$ cat src/rtl/irq_res_pkg.sv
package irq_res_pkg;

    // Number of unmaskable trap inputs, lowest priority first.
    localparam int N_TRAP = 4;

    // Two-byte vector entry for a source number.
    function automatic logic [15:0] vec_of(input logic [15:0] base, input logic [7:0] id);
        return base + {7'b0, id, 1'b0};
    endfunction

endpackage

$ cat src/rtl/irq_pin_ctl.sv
// IRQ pin front end: level or latched falling-edge request, with a mode bit
// that can be written only during a window after reset.
module irq_pin_ctl #(
    parameter int CFG_WINDOW = 64
) (
    input  logic clk,
    input  logic rst_n,
    input  logic irq_n_i,
    input  logic cfg_wr_i,
    input  logic cfg_edge_i,
    input  logic ack_clr_i,
    output logic irq_act_o
);
    localparam int CW = $clog2(CFG_WINDOW + 1);

    typedef struct packed {
        logic          prev;
        logic          latch;
        logic          edge_mode;
        logic [CW-1:0] cnt;
    } pin_st_t;

    pin_st_t st_d, st_q;
    logic    open_w;
    logic    fall_w;

    always_comb begin
        st_d   = st_q;
        open_w = (st_q.cnt < CW'(CFG_WINDOW));
        fall_w = st_q.prev & ~irq_n_i;
        if (open_w) begin
            st_d.cnt = st_q.cnt + CW'(1);
            if (cfg_wr_i) begin
                st_d.edge_mode = cfg_edge_i;
            end
        end
        st_d.prev = irq_n_i;
        if (!st_q.edge_mode) begin
            st_d.latch = 1'b0;
        end else if (fall_w) begin
            st_d.latch = 1'b1;
        end else if (ack_clr_i) begin
            st_d.latch = 1'b0;
        end
    end

    always_ff @(posedge clk or negedge rst_n) begin
        if (!rst_n) begin
            st_q <= '{prev: 1'b1, latch: 1'b0, edge_mode: 1'b0, cnt: '0};
        end else begin
            st_q <= st_d;
        end
    end

    assign irq_act_o = st_q.edge_mode ? st_q.latch : ~irq_n_i;

endmodule

$ cat src/rtl/irq_mask_prio.sv
// Maskable group: per-source and global masking, promoted-source override,
// otherwise highest number wins.
module irq_mask_prio #(
    parameter int N_PERIPH = 14,
    parameter int ID_W     = 5
) (
    input  logic [N_PERIPH-1:0] periph_req_i,
    input  logic [N_PERIPH-1:0] periph_en_i,
    input  logic                irq_act_i,
    input  logic                imask_i,
    input  logic [ID_W-1:0]     promote_i,
    output logic                valid_o,
    output logic [ID_W-1:0]     id_o
);
    localparam int NM = N_PERIPH + 1;

    logic [NM-1:0] elig;

    for (genvar g = 0; g < N_PERIPH; g++) begin : g_elig
        assign elig[g] = periph_req_i[g] & periph_en_i[g] & ~imask_i;
    end
    assign elig[N_PERIPH] = irq_act_i & ~imask_i;

    logic            promo_hit;
    logic [ID_W-1:0] high_id;

    always_comb begin
        high_id   = '0;
        promo_hit = 1'b0;
        for (int i = 0; i < NM; i++) begin
            if (elig[i]) begin
                high_id = ID_W'(i);
                if (promote_i == ID_W'(i)) begin
                    promo_hit = 1'b1;
                end
            end
        end
    end

    assign valid_o = |elig;
    assign id_o    = promo_hit ? promote_i : high_id;

endmodule

$ cat src/rtl/irq_vector_resolver.sv
// Top: trap and XIRQ arbitration over the maskable group, X mask, promote
// register, and registered winner/vector outputs.
module irq_vector_resolver #(
    parameter int          N_PERIPH   = 14,
    parameter logic [15:0] VEC_BASE   = 16'hFFD6,
    parameter int          CFG_WINDOW = 64,
    localparam int         NSRC       = N_PERIPH + 2 + irq_res_pkg::N_TRAP,
    localparam int         ID_W       = $clog2(NSRC)
) (
    input  logic                clk,
    input  logic                rst_n,
    input  logic [N_PERIPH-1:0] periph_req_i,
    input  logic [N_PERIPH-1:0] periph_en_i,
    input  logic                irq_n_i,
    input  logic                xirq_req_i,
    input  logic [3:0]          trap_req_i,
    input  logic                imask_i,
    input  logic                x_clr_i,
    input  logic                promote_wr_i,
    input  logic [ID_W-1:0]     promote_val_i,
    input  logic                mode_wr_i,
    input  logic                mode_edge_i,
    input  logic                ack_i,
    input  logic [ID_W-1:0]     ack_id_i,
    output logic                pend_o,
    output logic [ID_W-1:0]     win_id_o,
    output logic [15:0]         vec_o,
    output logic                x_mask_o
);
    import irq_res_pkg::*;

    localparam int ID_IRQ   = N_PERIPH;
    localparam int ID_XIRQ  = N_PERIPH + 1;
    localparam int ID_TRAP0 = N_PERIPH + 2;

    typedef struct packed {
        logic            x_mask;
        logic [ID_W-1:0] promote;
        logic            pend;
        logic [ID_W-1:0] win_id;
        logic [15:0]     vec;
    } top_st_t;

    top_st_t st_d, st_q;

    logic            ack_irq, ack_xirq;
    logic            irq_act;
    logic            m_valid;
    logic [ID_W-1:0] m_id;

    assign ack_irq  = ack_i && (ack_id_i == ID_W'(ID_IRQ));
    assign ack_xirq = ack_i && (ack_id_i == ID_W'(ID_XIRQ));

    irq_pin_ctl #(.CFG_WINDOW(CFG_WINDOW)) u_pin (
        .clk       (clk),
        .rst_n     (rst_n),
        .irq_n_i   (irq_n_i),
        .cfg_wr_i  (mode_wr_i),
        .cfg_edge_i(mode_edge_i),
        .ack_clr_i (ack_irq),
        .irq_act_o (irq_act)
    );

    irq_mask_prio #(.N_PERIPH(N_PERIPH), .ID_W(ID_W)) u_prio (
        .periph_req_i(periph_req_i),
        .periph_en_i (periph_en_i),
        .irq_act_i   (irq_act),
        .imask_i     (imask_i),
        .promote_i   (st_q.promote),
        .valid_o     (m_valid),
        .id_o        (m_id)
    );

    logic            hit;
    logic [ID_W-1:0] sel_id;

    always_comb begin
        st_d = st_q;

        // One-way X mask: software may only clear, an XIRQ acknowledge sets.
        if (x_clr_i) begin
            st_d.x_mask = 1'b0;
        end
        if (ack_xirq) begin
            st_d.x_mask = 1'b1;
        end

        if (promote_wr_i && (promote_val_i <= ID_W'(ID_IRQ))) begin
            st_d.promote = promote_val_i;
        end

        hit    = 1'b0;
        sel_id = '0;
        for (int t = 0; t < N_TRAP; t++) begin
            if (trap_req_i[t]) begin
                hit    = 1'b1;
                sel_id = ID_W'(ID_TRAP0 + t);
            end
        end
        if (!hit && xirq_req_i && !st_q.x_mask) begin
            hit    = 1'b1;
            sel_id = ID_W'(ID_XIRQ);
        end
        if (!hit && m_valid) begin
            hit    = 1'b1;
            sel_id = m_id;
        end

        st_d.pend   = hit;
        st_d.win_id = hit ? sel_id : '0;
        st_d.vec    = hit ? vec_of(VEC_BASE, 8'(sel_id)) : 16'h0000;
    end

    always_ff @(posedge clk or negedge rst_n) begin
        if (!rst_n) begin
            st_q <= '{x_mask: 1'b1, promote: ID_W'(ID_IRQ), pend: 1'b0,
                      win_id: '0, vec: 16'h0000};
        end else begin
            st_q <= st_d;
        end
    end

    assign pend_o   = st_q.pend;
    assign win_id_o = st_q.win_id;
    assign vec_o    = st_q.vec;
    assign x_mask_o = st_q.x_mask;

endmodule

$ cat config.mk
export PLATFORM = sky130hd
export DESIGN_NAME = irq_vector_resolver
export DESIGN_NICKNAME = d
export VERILOG_FILES = /design/src/rtl/irq_res_pkg.sv /design/src/rtl/irq_pin_ctl.sv /design/src/rtl/irq_mask_prio.sv /design/src/rtl/irq_vector_resolver.sv
export SDC_FILE = /design/constraint.sdc
export NUM_CORES = 1
export LEC_CHECK = 0
export ABC_AREA = 1
export BUFFER_PORTS_ARGS = -buffer_cell sky130_fd_sc_hd__buf_2
export CAP_MARGIN = 5
export CORE_ASPECT_RATIO = 0.5
export CORE_MARGIN = 2
export CORE_UTILIZATION = 30
export CTS_CLUSTER_SIZE = 14
export DETAILED_ROUTE_END_ITERATION = 8
export HOLD_SLACK_MARGIN = 0.12
export PLACE_DENSITY = 0.57
export SYNTH_ARGS = -nofsm -noshare
export SYNTH_HDL_FRONTEND = slang
export SYNTH_SLANG_ARGS = --single-unit
$ cat constraint.sdc
create_clock -name clk -period 3 [get_ports clk]
set_input_delay 0.6 -clock clk [delete_from_list [all_inputs] [get_ports clk]]
set_output_delay 0.6 -clock clk [all_outputs]
set_load 0.005 [all_outputs]
# --- Yosys cells after proc, flatten, opt, wreduce, memory -nomap -nowiden ---
# Index checks and enable logic that the tools add are counted.
# W data, S select, Z words.
op_classes:
  magnitude_cmp: 2
  reduce_logical: 13
  n_mux: 65
  bitwise: 32
  addsub: 2
  eq_ne: 17
ops:
  columns: ["op", "count"]
  rows:
  - ["$eq A5 B4 Y1 const B", 9]
  - ["$mux W1", 43]
  - ["$mux W5", 8]
  - ["$and A1 B1 Y1", 30]
  - ["$mux W4", 7]
  - ["$eq A5 B3 Y1 const B", 4]
  - ["$mux W16", 1]
  - ["$reduce_or A15 Y1", 1]
  - ["$mux W3", 4]
  - ["$eq A5 B2 Y1 const B", 2]
  - ["$add A7 B7 Y8 const A", 1]
  - ["$add A7 B1 Y7 const B", 1]
  - ["$lt A7 B7 Y1 const B", 1]
  - ["$logic_and A1 B1 Y1", 6]
  - ["$eq A5 B1 Y1 const B", 1]
  - ["$le A5 B4 Y1 const B", 1]
  - ["$logic_not A5 Y1", 1]
  - ["$mux W2", 2]
  - ["$logic_not A1 Y1", 3]
  - ["$ne A3 B3 Y1 const B", 1]
  - ["$not A1 Y1", 2]
  - ["$reduce_and A2 Y1", 1]
  - ["$reduce_bool A2 Y1", 1]
word_totals:
  reg_bits: 38
  elab_cells: 140
  output_inout_bits: 23
  input_bits: 52

# --- Logic depth before layout (Yosys ltp) ---
# Gate-level depths: netlist (run 1).
depth:
  depth_word: 35
  mapped_depth: 23
  ltp_nobuf: 23

# --- By module ---
# Synthesis (run 1) repeated with hierarchy kept, for this count alone.
hier_totals:
  hier_cells: 299
  area_unflattened_um2: 2148.3
modules_own_cells:
  columns: ["module", "seq_area_each_um2", "cells_per_inst", "area_per_inst_um2", "instances"]
  rows:
  - ["irq_vector_resolver", 480.5, 135, 1168.6, 1]
  - ["irq_mask_prio", 0.0, 115, 539.3, 1]
  - ["irq_pin_ctl", 251.5, 49, 440.4, 1]

# --- Worst setup path after synthesis (run 1) ---
# No wires, ideal clock.
synth_timing:
  kind: "input to register"
  start: "in imask_i"
  end: "reg st_q (netlist bit vec_o[2])"
  stages: 12
  t_arrival_ps: 2224
  setup_slack_ps: 713
  n_path_buf: 1
  setup_ps: 63
  t_required_ps: 2937
  cell_sequence: "buf_6 -> inv_6 -> nand3_2 -> o32ai_1 -> nand3_1 -> nand3_4 -> nand2_1 -> nand3_1 -> nand2_2 -> ha_1 -> or2_2 -> inv_1"
synth_rtl:
  columns: ["element", "line", "rtl"]
  rows:
  - ["start, declared", "irq_vector_resolver.sv:17", "input logic imask_i,"]
  - ["end signal, assigned", "irq_vector_resolver.sv:116", "st_q <= '{x_mask: 1'b1, promote: ID_W'(ID_IRQ), pend: 1'b0,"]
  - ["end signal, assigned", "irq_vector_resolver.sv:119", "st_q <= st_d;"]
  - ["end, declared", "irq_vector_resolver.sv:44", "top_st_t st_d, st_q;"]

==> metrics.txt, run 1 <==
Post-Route WL 4341 microns; Reg clk slew, reported paths 0.05 ns; post_cts resized 0; hold_buf cts 0; met2 GRT Util 21.26%; mux contribution to synthesized area 0.5788%; number of synthesized register bits 29; CTS buffer count 5; Port Buf Inserts 73; post-synth top area share 30.87%; DRT iter0 DRCs 64; critical path startpoint st_q[25]; post-route setup TNS 0 ns; type of the worst setup path reg2reg; clock sink count 29; diode count 0; Peak VDD IR 0.1851 mV; Simple-Gate Fraction of Synth Area 34.02%; Chip Width 117.9 microns; DP Area 2255 sq um; cell area after synthesis 1946 sq um; total congestion overflow 0; Synth Area in Compound Gates 7.910%; DR DRC count 0; Final Core Density 39.43%; Worst Hold Class in2async; antenna violations before repair 0; die height 60.95 microns; # IOs 75; core area 6156 sq um; PnR Total Power 0.001226 W; Slew Limit Fails 0; DP HPWL 3519 microns; root buf cell clkbuf_16; met1 GRT Util 15.52%; Yosys cell types 38; # setup viols final 0; worst-path fanout max 6; routability cong. 0.8974; mean post-synth cell area 7.570 sq um; GRT Max-Usage Layer met2; critical path arrival 2.60 ns; global-route wire length before repair 7038 microns; largest family of logic cells by synthesized area simple AND/OR/NAND/NOR gates; depth of the CTS H-tree 2; Worst EP required 3.22 ns; clock buffer depth 2; most frequent cells in the layout buf_2, nand2_1, inv_1; sequential element share of the synthesized area 37.62%; final-report hold violation count 0; Skew-Pair Late Insertion Delay 0.28 ns; Slew @ Worst Pin 0.6461 ns; GRT Overall Usage 12.72%; WHS 0.3503 ns; status complete, no violations; Worst Skew 0.004202 ns; vias in the first global route 1,620; Fillers 658; post-synth top area cell dfrtp_1; layout overhead on the synthesized area 24.76%; top post-synthesis cells by area dfrtp_1, nand2_1, buf_4, dfstp_2, inv_1; post-route cell area 2427 sq um; WL per Instance 10.75 microns; Post-Synth Adder-Cell Area 1.286%; crit end category flip-flop; xor-xnor portion of the synthesized cell area 2.251%; Synth Instances 257; largest net degree at the start of global routing 30; startpoint types flip-flop; Routed Antenna Nets 0; power density cells 505.2 nW/um^2; DRT Pass-1 Iters 4; die footprint 7185 sq um; Worst R2R Start st_q[25]; Max-Cap Viols 0; achievable frequency 419.6 MHz; met3 GRT Util 2.914%; most common cell after layout, fill and taps aside buf_2; Post-Syn Nets 311; nets 369; Site Rows 20; fin crit share 79.44%; synthesis warning total 0; crit path time final 2.383 ns; layout cells sized above 1 35.76%; via count 1,740; CTS tree built; RSZ-0062 raised after global routing false; DR vias/cell 4.307; Leakage 1.200 nW; effective utilization at floorplan 31.61%; Relative slew margins 56.93%; setup bufs post-CTS 0
-- Yosys cell counts, drive strengths merged --
library cell   n
o31ai          3
nand2         73
nor2          31
nand4          5
o21ai         11
dfrtp         24
nand3         19
inv           35
o22ai          1
xnor2          2
a21boi         1
nor3           6
nand3b         1
o32ai          1
mux2           1
dfstp          5
conb           1
ha             2
clkinv         1
or2            1
xor2           3
a21oi          5
buf           23
nor4           2
-- final timing paths --
kind	cells past startpoint	slack (ns)	to
worst max-delay path	16	0.62	vec_o[2]
worst min-delay path	1	0.35	st_q[26]
worst max register to register	16	0.62	vec_o[2]
worst min register to register	1	0.47	u_pin.st_q[5]
max in group asynchronous	1	2.23	vec_o[5]
min in group clk	1	0.45	u_pin.st_q[9]
-- cell type report --
| cell class | instances | area (sq um) | share of cell area [%] |
|---|---|---|---|
| Clock inverter | 1 | 30.03 | 1.237 |
| Tap cell | 88 | 110.1 | 4.536 |
| Sequential cell | 29 | 732.0 | 30.15 |
| Timing Repair Buffer | 74 | 372.9 | 15.36 |
| Multi-Input combinational cell | 169 | 899.6 | 37.06 |
| Inverter | 36 | 140.1 | 5.773 |
| Clock buffer | 7 | 142.6 | 5.876 |
-- critical path, cell delays in order (launching register included) --
cell and delay, ns:
dfstp_2 0.56, inv_1 0.07, nor2_1 0.21, inv_1 0.11, nor2_1 0.10, o21ai_1 0.07, nand2_1 0.06, inv_1 0.04
nand3_1 0.08, nand2_2 0.09, nand3_4 0.10, a21oi_1 0.08, nand2_1 0.10, nand2_2 0.07, ha_1 0.26, or2_2 0.29
inv_1 0.05
-- routing by layer --
layer	up-vias	wire length [microns]
met5	-	0
met4	0	104
met3	11	287
met2	59	1976
met1	767	1973
li1	903	-
-- logic make-up (layout without fill, tap and decap cells) --
| family | after synthesis | count (layout) |
|---|---|---|
| AO/OA/AOI/OAI | 22 | 22 |
| XOR/XNOR | 5 | 5 |
| multiplexers | 1 | 1 |
| AND/OR/NAND/NOR | 138 | 138 |
| flip-flops | 29 | 29 |
| adder cells (fa/ha/maj) | 2 | 2 |
| buffers and inverters | 59 | 118 |
| other | 1 | 1 |
-- flip-flops by register name (all words and copies together), names as in the netlist --
name and count:
x_mask_o 1, win_id_o 5, pend_o 1, u_pin.st_q 10
st_q 5, vec_o 7
-- where the power goes --
part	internal, W	switching [W]	total (W)
clock	0.000414	0.000168	0.000582
sequential	0.000419	0.0000229	0.000442
combinational	0.0000828	0.000120	0.000203
total	0.000916	0.000311	0.00123
-- through the flow --
stage          cells  worst slack, ns
2_1_floorplan    257           0.7127
3_3_place_gp     396           0.4336
3_5_place_dp     396           0.4142
4_1_cts          404           0.6376
5_1_grt          404           0.4531
6_report         404           0.6168
(Power assumes the default switching activity.)
==> run 2: changes to the inputs <==
--- a/config.mk
+++ b/config.mk
@@ -14,7 +14,7 @@
 export CTS_CLUSTER_SIZE = 14
 export DETAILED_ROUTE_END_ITERATION = 8
 export HOLD_SLACK_MARGIN = 0.12
-export PLACE_DENSITY = 0.57
+export PLACE_DENSITY = 0.59
 export SYNTH_ARGS = -nofsm -noshare
 export SYNTH_HDL_FRONTEND = slang
 export SYNTH_SLANG_ARGS = --single-unit
==> constraint.sdc (replaced) <==
create_clock -name clk -period 2.1 [get_ports clk]
set_input_delay 0.42 -clock clk [delete_from_list [all_inputs] [get_ports clk]]
set_output_delay 0.42 -clock clk [all_outputs]
set_load 0.005 [all_outputs]
==> metrics.txt, run 2 (synthesis gave the netlist of run 1 again) <==
vias in the first global route 1,677; PnR Total Power 0.001855 W; effective utilization at floorplan 31.61%; routability cong. 0.8988; Leakage 1.374 nW; crit end category flip-flop; nets 401; Port Buf Inserts 73; Final Core Density 44.59%; Slew Limit Fails 0; failing checks negative setup slack; most common cell after layout, fill and taps aside buf_2; core area 6156 sq um; RSZ-0062 raised after global routing true; Worst R2R Start st_q[23]; critical path arrival 2.37 ns; crit path time final 2.158 ns; Skew-Pair Late Insertion Delay 0.27 ns; Power Internal 0.001387 W; type of the worst setup path reg2reg; antenna violations before repair 0; layout cells sized above 1 46.55%; Peak VDD IR 0.3682 mV; GRT Overall Usage 13.42%; Max-Cap Viols 0; power density cells 675.7 nW/um^2; # setup viols final 3; largest net degree at the start of global routing 30; Post-Route WL 4568 microns; achievable frequency 463.4 MHz; Relative slew margins 58.09%; DP HPWL 3715 microns; Clock Power Share 44.5%; Worst Hold Class in2async; Flop pwr share 33.9%; Slew @ Worst Pin 0.6287 ns; die footprint 7185 sq um; # IOs 75; clock buffer depth 2; Routed Antenna Nets 0; Site Rows 20; die height 60.95 microns; reg2reg path depth 16; critical path startpoint st_q[23]; fin crit share 102.8%; Chip Width 117.9 microns; Comb pwr share 21.6%; Worst EP required 2.31 ns; depth of the CTS H-tree 2; DRT Pass-1 Iters 4; total congestion overflow 0; CTS buffer count 5; Net Switching 0.0004679 W; clock sink count 29; DR vias/cell 4.195; status finished with violations; global-route wire length before repair 7631 microns; layout overhead on the synthesized area 41.09%; diode count 0; FF-to-FF setup slack -0.06 ns; CTS tree built; startpoint types flip-flop; Final WS setup -0.05805 ns; via count 1,829; final-report hold violation count 0; DRT iter0 DRCs 76; worst-path fanout max 5; most frequent cells in the layout buf_2, nand2_1, buf_4; Reg clk slew, reported paths 0.05 ns; WL per Instance 10.48 microns; Most flops, register u_pin.st_q; root buf cell clkbuf_16; DR DRC count 0; hold_buf cts 0; Sw Share 25.23%; Largest register FFs 10; Worst Skew 0.003192 ns
[run 2: cell count changes in the layout (fill, tap and decap cells not counted), moves of 2 or more]
cell / change
inv_1: -4
nor2_1: -5
nand3_1: -5
inv_4: +2
inv_2: +2
nor2_2: +4
nand3_2: +5
buf_4: +32
[run 2: power by group through the flow]
| stage | sequential (W) | combinational (W) | clock (W) |
|---|---|---|---|
| floorplan | 0.000624 | 0.000216 | 0 |
| detailed placement | 0.000633 | 0.000374 | 0 |
| finish | 0.000629 | 0.000401 | 0.000825 |
| global placement | 0.000635 | 0.000372 | 0 |
| CTS | 0.000627 | 0.000389 | 0.000840 |
| global route | 0.000633 | 0.000447 | 0.000873 |
[run 2: repair_timing]
item / in CTS / in global routing
setup endpoints to repair: 3 / 6
setup buffers: 2 / 2
gates resized for setup: 7 / 11
pin swaps: 10 / 11
[run 2: layer usage]
layer	part of all wire (%)	vias up	track usage, %
met5	0	-	0
met3	4.3	9	2.162
met2	46	49	23.42
met4	1.8	0	5.680
li1	-	969	-
met1	48	802	17.20
[run 2: critical path, stage by stage (launching register included)]
cell     delay (ns)
dfstp_2        0.59
inv_4          0.07
nand2_4        0.07
nor2_2         0.03
nand2_1        0.07
nand3_2        0.08
nor2_2         0.13
nand3_2        0.07
nand2_2        0.11
nand3_4        0.08
nor2_2         0.11
nand2_1        0.05
nand2_1        0.07
nand2_2        0.07
ha_4           0.20
or2_4          0.24
inv_2          0.04
[run 2: worst paths after layout]
check | endpoint
setup / recovery | vec_o[2]
hold / removal | st_q[26]
setup reg to reg | vec_o[2]
hold reg to reg | u_pin.st_q[5]
max in group asynchronous | u_pin.st_q[8]
min in group clk | u_pin.st_q[9]
[run 2: stage by stage]
step	setup WS, ns	hold slack [ns]	std cells	setup TNS [ns]	cell area, sq um
2_1_floorplan	0.01182	0.1244	257	0	1961
4_1_cts	0.001475	0.1965	434	0	2705
5_1_grt	-0.1915	0.2224	436	-0.7718	2745
3_3_place_gp	-0.2181	0.4581	424	-0.6785	2480
3_5_place_dp	-0.2562	0.4673	424	-0.8535	2480
6_report	-0.05805	0.1623	436	-0.09531	2745
[run 2: cell type report]
| class | count | area, sq um |
|---|---|---|
| fill | 661 | 3411 |
| multi-input combinational | 169 | 967.2 |
| sequential | 29 | 732.0 |
| timing repair buffer | 106 | 615.6 |
| inverter | 36 | 147.6 |
| clock buffer | 7 | 142.6 |
| tap | 88 | 110.1 |
| clock inverter | 1 | 30.03 |
==> run 3: changes to the inputs <==
--- a/config.mk
+++ b/config.mk
@@ -15,6 +15,7 @@
 export DETAILED_ROUTE_END_ITERATION = 8
 export HOLD_SLACK_MARGIN = 0.12
 export PLACE_DENSITY = 0.59
+export SETUP_SLACK_MARGIN = 0.2
 export SYNTH_ARGS = -nofsm -noshare
 export SYNTH_HDL_FRONTEND = slang
 export SYNTH_SLANG_ARGS = --single-unit
==> metrics.txt, run 3 (synthesis gave the netlist of run 1 again) <==
DRT Pass-1 Iters 4; final-report hold violation count 0; Skew-Pair Late Insertion Delay 0.27 ns; Worst Skew 0.005253 ns; Worst Hold Class in2async; PnR Total Power 0.001862 W; via count 1,829; Comb pwr share 21.9%; stages on the worst setup path 12; GRT Overall Usage 13.70%; FF+latch area 733.2 sq um; post-route setup TNS -0.02627 ns; worst-path fanout max 5; DP HPWL 3784 microns; die footprint 7185 sq um; CP peak stage delay 0.58 ns; FF-to-FF setup slack -0.03 ns; Sw Share 25.56%; achievable frequency 470.3 MHz; reg2reg path depth 12; CP Buf/Inv Count 4; most common cell after layout, fill and taps aside buf_2; Relative slew margins 56.71%; fin crit share 101.3%; power density cells 678.4 nW/um^2; layout overhead on the synthesized area 41.09%; status finished with violations; most frequent cells in the layout buf_2, nand2_1, buf_4; Reg clk slew, reported paths 0.05 ns; Peak VDD IR 0.2697 mV; Max-Cap Viols 0; Clock Power Share 44.2%; CTS tree built; Slew @ Worst Pin 0.6493 ns; Site Rows 20; crit path time final 2.126 ns; antenna violations before repair 0; Largest register FFs 10; slowest cell on the critical path dfstp_2; Worst EP required 2.31 ns; Post-Route WL 4707 microns; Port Buf Inserts 73; critical path arrival 2.34 ns; DRT iter0 DRCs 40; Fillers 637; core area 6156 sq um; CTS buffer count 5; post-route cell area 2745 sq um; Leakage 1.361 nW; # setup viols final 1; RSZ-0062 raised after global routing true; DR DRC count 0; clock buffer depth 2; crit end category flip-flop; startpoint types flip-flop; depth of the CTS H-tree 2; root buf cell clkbuf_16; Flop pwr share 33.9%; pre-CTS WS -0.2198 ns; routability cong. 0.8577; Top delay family on crit path simple AND/OR/NAND/NOR gates; Most flops, register u_pin.st_q; DR vias/cell 4.214; multi-input logic area 979.7 sq um; effective utilization at floorplan 31.61%; die height 60.95 microns; RR Endpoint vec_o[2]; WL per Instance 10.85 microns; Power Internal 0.001386 W; Chip Width 117.9 microns; # IOs 75; Routed Antenna Nets 0; diode count 0; CP cell instances inv_4 -> nand2_4 -> nor3_1 -> buf_4 -> o31ai_4 -> buf_4 -> nand4_1 -> nand3_1 -> nand2_2 -> ha_4 -> or2_4 -> inv_2; DP Area 2485 sq um; nets 399; crit path capture vec_o[2]; total congestion overflow 0; type of the worst setup path reg2reg; vias in the first global route 1,745; layout cells sized above 1 46.53%; Net Switching 0.0004759 W; failing checks negative setup slack; Slew Limit Fails 0; crit-path most repeated cell buf_4; Final WS setup -0.02627 ns; largest net degree at the start of global routing 30; clock sink count 29; Worst R2R Start st_q[23]; global-route wire length before repair 7817 microns; critical path startpoint st_q[23]
==> run 3: changes by cell type in the layout (fill, tap and decap cells not counted), moves of 2 or more <==
cell	previous run	this run
nor2_1	22	25
nor2_2	8	5
inv_2	4	6
buf_4	33	30
==> run 3: per-layer routing <==
metal	global-route usage, %	wire length [microns]	up-vias
met4	5.508	58	0
met5	0	0	-
met3	2.538	195	7
met1	17.10	2173	810
met2	24.42	2279	43
li1	-	-	969
==> run 3: worst min-delay path by stage <==
stage                          endpoint  cells past startpoint
after floorplan                  pend_o                      0
after global placement    u_pin.st_q[5]                      1
after detailed placement  u_pin.st_q[5]                      1
after CTS                      st_q[26]                      1
after global routing           st_q[26]                      1
final                          st_q[26]                      1
==> run 3: through the flow <==
stage	std cells	util, %	hold slack [ns]
after global routing	434	44.59	0.2293
after CTS	433	44.21	0.2020
after detailed placement	423	40.37	0.4658
after global placement	423	40.37	0.4573
after floorplan	257	-	0.1244
final	434	44.59	0.1730
==> run 3: area by class of cell <==
class,instances,area share [%]
multi-input cells,169,35.69
flip-flops and latches,29,26.71
repair buffers,104,22.01
inverters,36,5.287
clock buffers,7,5.196
well taps,88,4.011
clock inverters,1,1.094
==> run 3: worst register-to-register path, stage by stage (launching register included) <==
cell     delay [ns]
dfstp_2        0.58
inv_4          0.07
nand2_4        0.07
nor3_1         0.04
buf_4          0.13
o31ai_4        0.24
buf_4          0.16
nand4_1        0.09
nand3_1        0.10
nand2_2        0.08
ha_4           0.24
or2_4          0.22
inv_2          0.04
==> run 3: what timing repair did <==
| action | 4_1_cts | 5_1_grt |
|---|---|---|
| hold buffers | 0 | 0 |
| endpoints found under the setup margin | 9 | 9 |
| buffers inserted | 2 | 1 |
| gates resized for setup | 12 | 6 |
| pin swaps | 11 | 1 |
==> run 3: power groups by stage <==
stage | registers [W] | logic (W) | clock network, W
2_1_floorplan | 0.000625 | 0.000220 | 0
6_report | 0.000631 | 0.000408 | 0.000823
3_5_place_dp | 0.000637 | 0.000375 | 0
5_1_grt | 0.000636 | 0.000453 | 0.000866
3_3_place_gp | 0.000636 | 0.000370 | 0
4_1_cts | 0.000631 | 0.000400 | 0.000838
